File: config.mk
export PLATFORM = sky130hd
export DESIGN_NAME = supply_reset_seq
export DESIGN_NICKNAME = d
export VERILOG_FILES = /design/src/rtl/srs_pkg.sv /design/src/rtl/srs_sync.sv /design/src/rtl/srs_prescaler.sv /design/src/rtl/srs_watchdog.sv /design/src/rtl/srs_sequencer.sv /design/src/rtl/supply_reset_seq.sv
export SDC_FILE = /design/constraint.sdc
export NUM_CORES = 1
export LEC_CHECK = 0
export ABC_CLOCK_PERIOD_IN_PS = 3010
export BUFFER_PORTS_ARGS = -buffer_cell sky130_fd_sc_hd__buf_2
export CAP_MARGIN = 10
export CORE_MARGIN = 4
export CORE_UTILIZATION = 55
export DETAILED_ROUTE_END_ITERATION = 12
export PLACE_DENSITY_LB_ADDON = 0.05
export SLEW_MARGIN = 5
export SYNTH_ARGS = -nofsm -noshare
export SYNTH_HDL_FRONTEND = slang
export SYNTH_SLANG_ARGS = --single-unit
File: constraint.sdc
create_clock -name clk -period 3.01 [get_ports clk]
set_clock_uncertainty 0.15 [all_clocks]
set_input_delay 0.4515 -clock clk [delete_from_list [all_inputs] [get_ports clk]]
set_output_delay 0.4515 -clock clk [all_outputs]
set_load 0.02 [all_outputs]
File: src/rtl/srs_pkg.sv
package srs_pkg;

    typedef enum logic [1:0] {
        SEQ_LOW  = 2'd0,
        SEQ_HOLD = 2'd1,
        SEQ_RUN  = 2'd2,
        SEQ_WDOG = 2'd3
    } seq_state_e;

    typedef struct packed {
        logic supply_ok;
        logic cs_n;
    } sync_in_t;

    localparam logic [1:0] WD_OFF = 2'b00;

    function automatic int max3(input int a, input int b, input int c);
        int m;
        m = a;
        if (b > m) m = b;
        if (c > m) m = c;
        return m;
    endfunction

    function automatic int cnt_width(input int n);
        return (n > 1) ? $clog2(n + 1) : 1;
    endfunction

endpackage

File: src/rtl/srs_sync.sv
module srs_sync #(
    parameter int               W       = 2,
    parameter logic [W-1:0]     RST_VAL = '0
) (
    input  logic         clk,
    input  logic         rst,
    input  logic [W-1:0] d_i,
    output logic [W-1:0] q_o
);
    for (genvar i = 0; i < W; i++) begin : g_bit
        logic meta_q, stab_q;
        always_ff @(posedge clk) begin
            if (rst) begin
                meta_q <= RST_VAL[i];
                stab_q <= RST_VAL[i];
            end else begin
                meta_q <= d_i[i];
                stab_q <= meta_q;
            end
        end
        assign q_o[i] = stab_q;
    end
endmodule

File: src/rtl/srs_prescaler.sv
module srs_prescaler #(
    parameter int PRESCALE = 1000
) (
    input  logic clk,
    input  logic rst,
    input  logic clr_i,
    output logic tick_o
);
    localparam int PW = (PRESCALE > 1) ? $clog2(PRESCALE) : 1;

    if (PRESCALE <= 1) begin : g_pass
        assign tick_o = 1'b1;
    end else begin : g_div
        logic [PW-1:0] cnt_q;
        logic          wrap;
        assign wrap = (cnt_q == PW'(PRESCALE - 1));
        always_ff @(posedge clk) begin
            if (rst || clr_i) cnt_q <= '0;
            else if (wrap)    cnt_q <= '0;
            else              cnt_q <= cnt_q + 1'b1;
        end
        assign tick_o = wrap;
    end
endmodule

File: src/rtl/srs_watchdog.sv
module srs_watchdog #(
    parameter int WD_T1 = 150,
    parameter int WD_T2 = 600,
    parameter int WD_T3 = 1400,
    parameter int WW    = 11
) (
    input  logic          clk,
    input  logic          rst,
    input  logic          tick_i,
    input  logic          arm_i,
    input  logic          cs_n_s_i,
    input  logic [1:0]    sel_i,
    output logic          cs_fall_o,
    output logic          trip_o,
    output logic [WW-1:0] cnt_o,
    output logic [WW-1:0] limit_o
);
    import srs_pkg::*;

    logic          cs_d_q;
    logic [WW-1:0] cnt_q;
    logic [WW-1:0] limit;
    logic          enabled;

    always_comb begin
        unique case (sel_i)
            2'b01:   limit = WW'(WD_T1);
            2'b10:   limit = WW'(WD_T2);
            2'b11:   limit = WW'(WD_T3);
            default: limit = '0;
        endcase
    end

    assign enabled   = (sel_i != WD_OFF);
    assign cs_fall_o = cs_d_q & ~cs_n_s_i;
    assign trip_o    = arm_i && enabled && tick_i && !cs_fall_o
                       && (cnt_q == limit - 1'b1);

    always_ff @(posedge clk) begin
        if (rst) cs_d_q <= 1'b1;
        else     cs_d_q <= cs_n_s_i;
    end

    always_ff @(posedge clk) begin
        if (rst)                               cnt_q <= '0;
        else if (!arm_i || !enabled || cs_fall_o) cnt_q <= '0;
        else if (trip_o)                       cnt_q <= '0;
        else if (tick_i)                       cnt_q <= cnt_q + 1'b1;
    end

    assign cnt_o   = cnt_q;
    assign limit_o = limit;
endmodule

File: src/rtl/srs_sequencer.sv
module srs_sequencer #(
    parameter int HOLD_TICKS = 200,
    parameter int HW         = 8
) (
    input  logic                     clk,
    input  logic                     rst,
    input  logic                     supply_ok_i,
    input  logic                     tick_i,
    input  logic                     wd_trip_i,
    output srs_pkg::seq_state_e      state_o,
    output logic [HW-1:0]            hold_cnt_o,
    output logic                     presc_clr_o,
    output logic                     rst_act_o
);
    import srs_pkg::*;

    seq_state_e    state_q, state_d;
    logic [HW-1:0] hold_q, hold_d;
    logic          act_q;
    logic          hold_last;

    assign hold_last = (hold_q == HW'(HOLD_TICKS - 1));

    always_comb begin
        state_d = state_q;
        hold_d  = hold_q;
        if (!supply_ok_i) begin
            state_d = SEQ_LOW;
            hold_d  = '0;
        end else begin
            unique case (state_q)
                SEQ_LOW: begin
                    state_d = SEQ_HOLD;
                    hold_d  = '0;
                end
                SEQ_HOLD, SEQ_WDOG: begin
                    if (tick_i) begin
                        if (hold_last) begin
                            state_d = SEQ_RUN;
                            hold_d  = '0;
                        end else begin
                            hold_d = hold_q + 1'b1;
                        end
                    end
                end
                SEQ_RUN: begin
                    if (wd_trip_i) begin
                        state_d = SEQ_WDOG;
                        hold_d  = '0;
                    end
                end
                default: begin
                    state_d = SEQ_LOW;
                    hold_d  = '0;
                end
            endcase
        end
    end

    always_ff @(posedge clk) begin
        if (rst) begin
            state_q <= SEQ_LOW;
            hold_q  <= '0;
            act_q   <= 1'b1;
        end else begin
            state_q <= state_d;
            hold_q  <= hold_d;
            act_q   <= (state_q != SEQ_RUN);
        end
    end

    assign state_o     = state_q;
    assign hold_cnt_o  = hold_q;
    assign presc_clr_o = (state_q == SEQ_LOW) || wd_trip_i;
    assign rst_act_o   = act_q;
endmodule

File: src/rtl/supply_reset_seq.sv
module supply_reset_seq #(
    parameter bit ACTIVE_LOW = 1'b1,
    parameter int PRESCALE   = 1000,
    parameter int HOLD_TICKS = 200,
    parameter int WD_T1      = 150,
    parameter int WD_T2      = 600,
    parameter int WD_T3      = 1400
) (
    input  logic       clk,
    input  logic       rst,
    input  logic       supply_ok_i,
    input  logic       cs_n_i,
    input  logic [1:0] wd_sel_i,
    output logic       sys_rst_o
);
    import srs_pkg::*;

    localparam int HW = cnt_width(HOLD_TICKS);
    localparam int WW = cnt_width(max3(WD_T1, WD_T2, WD_T3));

    sync_in_t      raw_in, syn_in;
    logic          sok_s;
    logic          tick;
    logic          presc_clr;
    logic          cs_fall;
    logic          wd_trip;
    logic [WW-1:0] wd_cnt;
    logic [WW-1:0] wd_limit;
    logic [HW-1:0] hold_cnt;
    logic          rst_act;
    seq_state_e    state;

    assign raw_in.supply_ok = supply_ok_i;
    assign raw_in.cs_n      = cs_n_i;

    srs_sync #(.W(2), .RST_VAL(2'b01)) u_sync (
        .clk (clk),
        .rst (rst),
        .d_i (raw_in),
        .q_o (syn_in)
    );

    assign sok_s = syn_in.supply_ok;

    srs_prescaler #(.PRESCALE(PRESCALE)) u_presc (
        .clk    (clk),
        .rst    (rst),
        .clr_i  (presc_clr),
        .tick_o (tick)
    );

    srs_watchdog #(.WD_T1(WD_T1), .WD_T2(WD_T2), .WD_T3(WD_T3), .WW(WW)) u_wdog (
        .clk       (clk),
        .rst       (rst),
        .tick_i    (tick),
        .arm_i     (state == SEQ_RUN),
        .cs_n_s_i  (syn_in.cs_n),
        .sel_i     (wd_sel_i),
        .cs_fall_o (cs_fall),
        .trip_o    (wd_trip),
        .cnt_o     (wd_cnt),
        .limit_o   (wd_limit)
    );

    srs_sequencer #(.HOLD_TICKS(HOLD_TICKS), .HW(HW)) u_seq (
        .clk         (clk),
        .rst         (rst),
        .supply_ok_i (sok_s),
        .tick_i      (tick),
        .wd_trip_i   (wd_trip),
        .state_o     (state),
        .hold_cnt_o  (hold_cnt),
        .presc_clr_o (presc_clr),
        .rst_act_o   (rst_act)
    );

    if (ACTIVE_LOW) begin : g_act_low
        assign sys_rst_o = ~rst_act;
    end else begin : g_act_high
        assign sys_rst_o = rst_act;
    end
endmodule

==> reports/qor.csv <==
metric;value;unit
fin_crit;2.49;ns
grt_overflow;0;
grt_pass1_wl;5780;µm
htreeDepth;2;
ys_seq_area_share;42.7;%
cp-start-kind;flip-flop;
postCtsHoldBufs;0;
grt_max_degree;12;
drc_errors;0;
hold_viol;0;
min_path_type;in2reg;
intPower;0.000592;W
num_rows;20;
synth-xor-area-share;10.1;%
fin_setup_tns;0;ns
drt_wl_total;3250;µm
drive_gt1_share;11.2;%
synth_cell_types;36;
p_clk_share;32.8;%
p_per_area;414;nW/µm²
ys_warn_count;0;
combPwrFrac;2.8;%
layout-area-overhead-vs-synth;6.77;%
drv_slew;0;
finalNetCount;215;
setup_violations;0;
synth-adder-area-share;3.60;%
synthSimpleGateAreaFrac;29.1;%
final_cell_mix;dfxtp_1, nor2_1, nand2_1, xor2_1, nand3_1;
cp_max_fo;9;
dieArea;4120;µm²
synth_compound_area_share;9.22;%
utilization;61.2;%
hpwl;2340;µm
cts.path.max_buffers;2;
antennaDiodeCount;0;
arrival;2.57;ns
fill_cells;272;
min_to;u_sync.g_bit[0].meta_q;
io_buffer_count;6;
syn_area;1740;µm²
wl_per_cell;13.1;µm
grt_pass1_vias;1364;
clk_latency;0.35;ns
viasPerCell;5.59;
cts.repair.resized;0;
peakVddDrop;0.352;mV
drt_iter0_drc;152;
worst-r2r-cell-count;7;
initial_core_util;57.4;%
fin_crit_sh;82.8;%
p_leak;0.639;nW
clock_sinks;37;
rsz0062_at_grt;no;
core_area;3030;µm²
num_vias;1391;
cts_tree;done;
end_kind;flip-flop;
routabilityCongestion;0.796;
outcome;finished clean;
first_pass_iters;6;
path_clk_slew;0.10;ns
clockRootBuffer;clkbuf_4;
die_w;64.2;µm
grtUsageTotal;17.8;%
reg2reg_slack;0.52;ns
antenna_found_initial;0;
io_pins;7;
rr_startpoint;u_presc.g_div.cnt_q[0];
slew-limit-headroom;61.5;%
r2r-end;u_wdog.cnt_o[10];
maxCapViolCount;0;
critical_path_class;reg2reg;
hold_start;cs_n_i;
synth.net_count;205;
cts_setup_buffers;0;
p_switching;0.000176;W
syn_area_per_cell;8.95;µm²
syn_inst;194;
ys_ff_latch;37;
die_y;64.2;µm
layout_commonest_cell;dfxtp_1;
required;3.09;ns
worst_pin_slew;0.574;ns
whs_path_depth;2;
swShare;22.9;%
synth_top_family_by_area;simple AND/OR/NAND/NOR gates;
drtAntennaViolNets;0;
seqPwrFrac;64.4;%
synthMuxAreaShare;2.31;%
numCtsBuffers;5;
clock.fmax;401;MHz
==> how the worst max path moves through the flow <==
stage	slack, ns	end	startpoint	depth (start not counted)
after CTS	0.54	u_seq.hold_cnt_o[5]	u_presc.g_div.cnt_q[0]	7
final	0.52	u_wdog.cnt_o[10]	u_presc.g_div.cnt_q[0]	7
after global routing	0.32	u_seq.hold_cnt_o[1]	u_presc.g_div.cnt_q[0]	8
after global placement	0.38	u_seq.hold_cnt_o[1]	wd_sel_i[0]	10
after detailed placement	0.27	u_seq.hold_cnt_o[1]	wd_sel_i[0]	10
after floorplan	0.57	u_seq.hold_cnt_o[3]	wd_sel_i[0]	9
==> kinds of logic (layout without fill, tap and decap cells) <==
logic type,Yosys count,after routing
AOI/OAI and AO/OA,26,26
xor gates and xnor gates,20,20
and+or+nand+nor,92,92
DFF,37,37
buffers and inverters,10,21
adders and majority gates,5,5
muxes,4,4
==> routing by layer <==
metal,share of wire (%),wire (µm),global-route usage (%)
met1,46,1490,20.8
met2,47,1540,29.3
met3,6.2,201,6.50
met4,0.58,19,7.12
met5,0,0,0
==> area by class of cell <==
| cell class | count | area, µm² | area share (%) |
|---|---|---|---|
| multi-input combinational | 147 | 943 | 50.9 |
| sequential | 37 | 741 | 39.9 |
| tap | 44 | 55.1 | 2.97 |
| timing repair buffer | 8 | 45.0 | 2.43 |
| clock buffer | 6 | 41.3 | 2.23 |
| inverter | 5 | 18.8 | 1.01 |
| clock inverter | 2 | 10.0 | 0.540 |
==> sequential cells by signal, indices dropped and copies added, names as in the netlist <==
signal,cells
u_seq.state_o,2
u_seq.hold_cnt_o,8
u_sync.g_bit.meta_q,2
u_sync.g_bit.stab_q,2
u_wdog.cs_d_q,1
u_seq.rst_act_o,1
u_presc.g_div.cnt_q,10
u_wdog.cnt_o,11
==> power groups by stage <==
stage               clock [W]  combinational [W]  sequential [W]
floorplan                   0          0.0000161        0.000505
global placement            0          0.0000206        0.000506
detailed placement          0          0.0000212        0.000506
CTS                  0.000260          0.0000214        0.000495
global route         0.000288          0.0000238        0.000496
finish               0.000252          0.0000213        0.000495
==> critical path: stages (launching register included) <==
cell     delay [ns]
dfxtp_1        0.36
ha_1           0.27
nand2_1        0.12
nor4_4         0.56
nand4_1        0.37
nor3_1         0.33
xnor2_1        0.16
nor2_1         0.06
==> per-stage QoR <==
step	hold slack (ns)	instance area, µm²	std cells	worst slack (ns)	total power [W]
after floorplan	0.239	1740	194	0.569	0.000521
after global placement	0.253	1800	241	0.384	0.000526
after detailed placement	0.269	1800	241	0.265	0.000527
after CTS	0.137	1850	249	0.537	0.000776
after global routing	0.134	1850	249	0.321	0.000807
final	0.145	1850	249	0.517	0.000768
==> Yosys cell counts <==
cell	number	area share (%)
a211o_1	1	0.50
a21boi_0	1	0.43
a21o_1	1	0.43
a21oi_1	8	2.3
a21oi_2	1	0.50
a31oi_1	1	0.36
and3_1	5	1.8
and3b_1	1	0.50
and4b_1	1	0.58
buf_6	2	1.3
clkbuf_1	3	0.65
dfxtp_1	37	43
ha_1	5	3.6
inv_1	5	1.1
mux2i_1	4	2.3
nand2_1	13	2.8
nand2b_1	4	1.4
nand3_1	9	2.6
nand4_1	6	2.2
nor2_1	28	6.1
nor2b_1	3	1.1
nor3_1	4	1.2
nor3b_2	1	0.72
nor4_4	2	2.4
nor4b_1	2	1.0
o2111ai_1	2	1.0
o211ai_1	1	0.43
o21ai_0	7	2.0
o21ai_1	1	0.29
o31a_1	1	0.50
o31ai_1	1	0.43
or2_2	4	1.4
or3_1	8	2.9
or4_1	1	0.43
xnor2_1	8	4.0
xor2_1	12	6.1
Power figures use the tool's default switching activity.
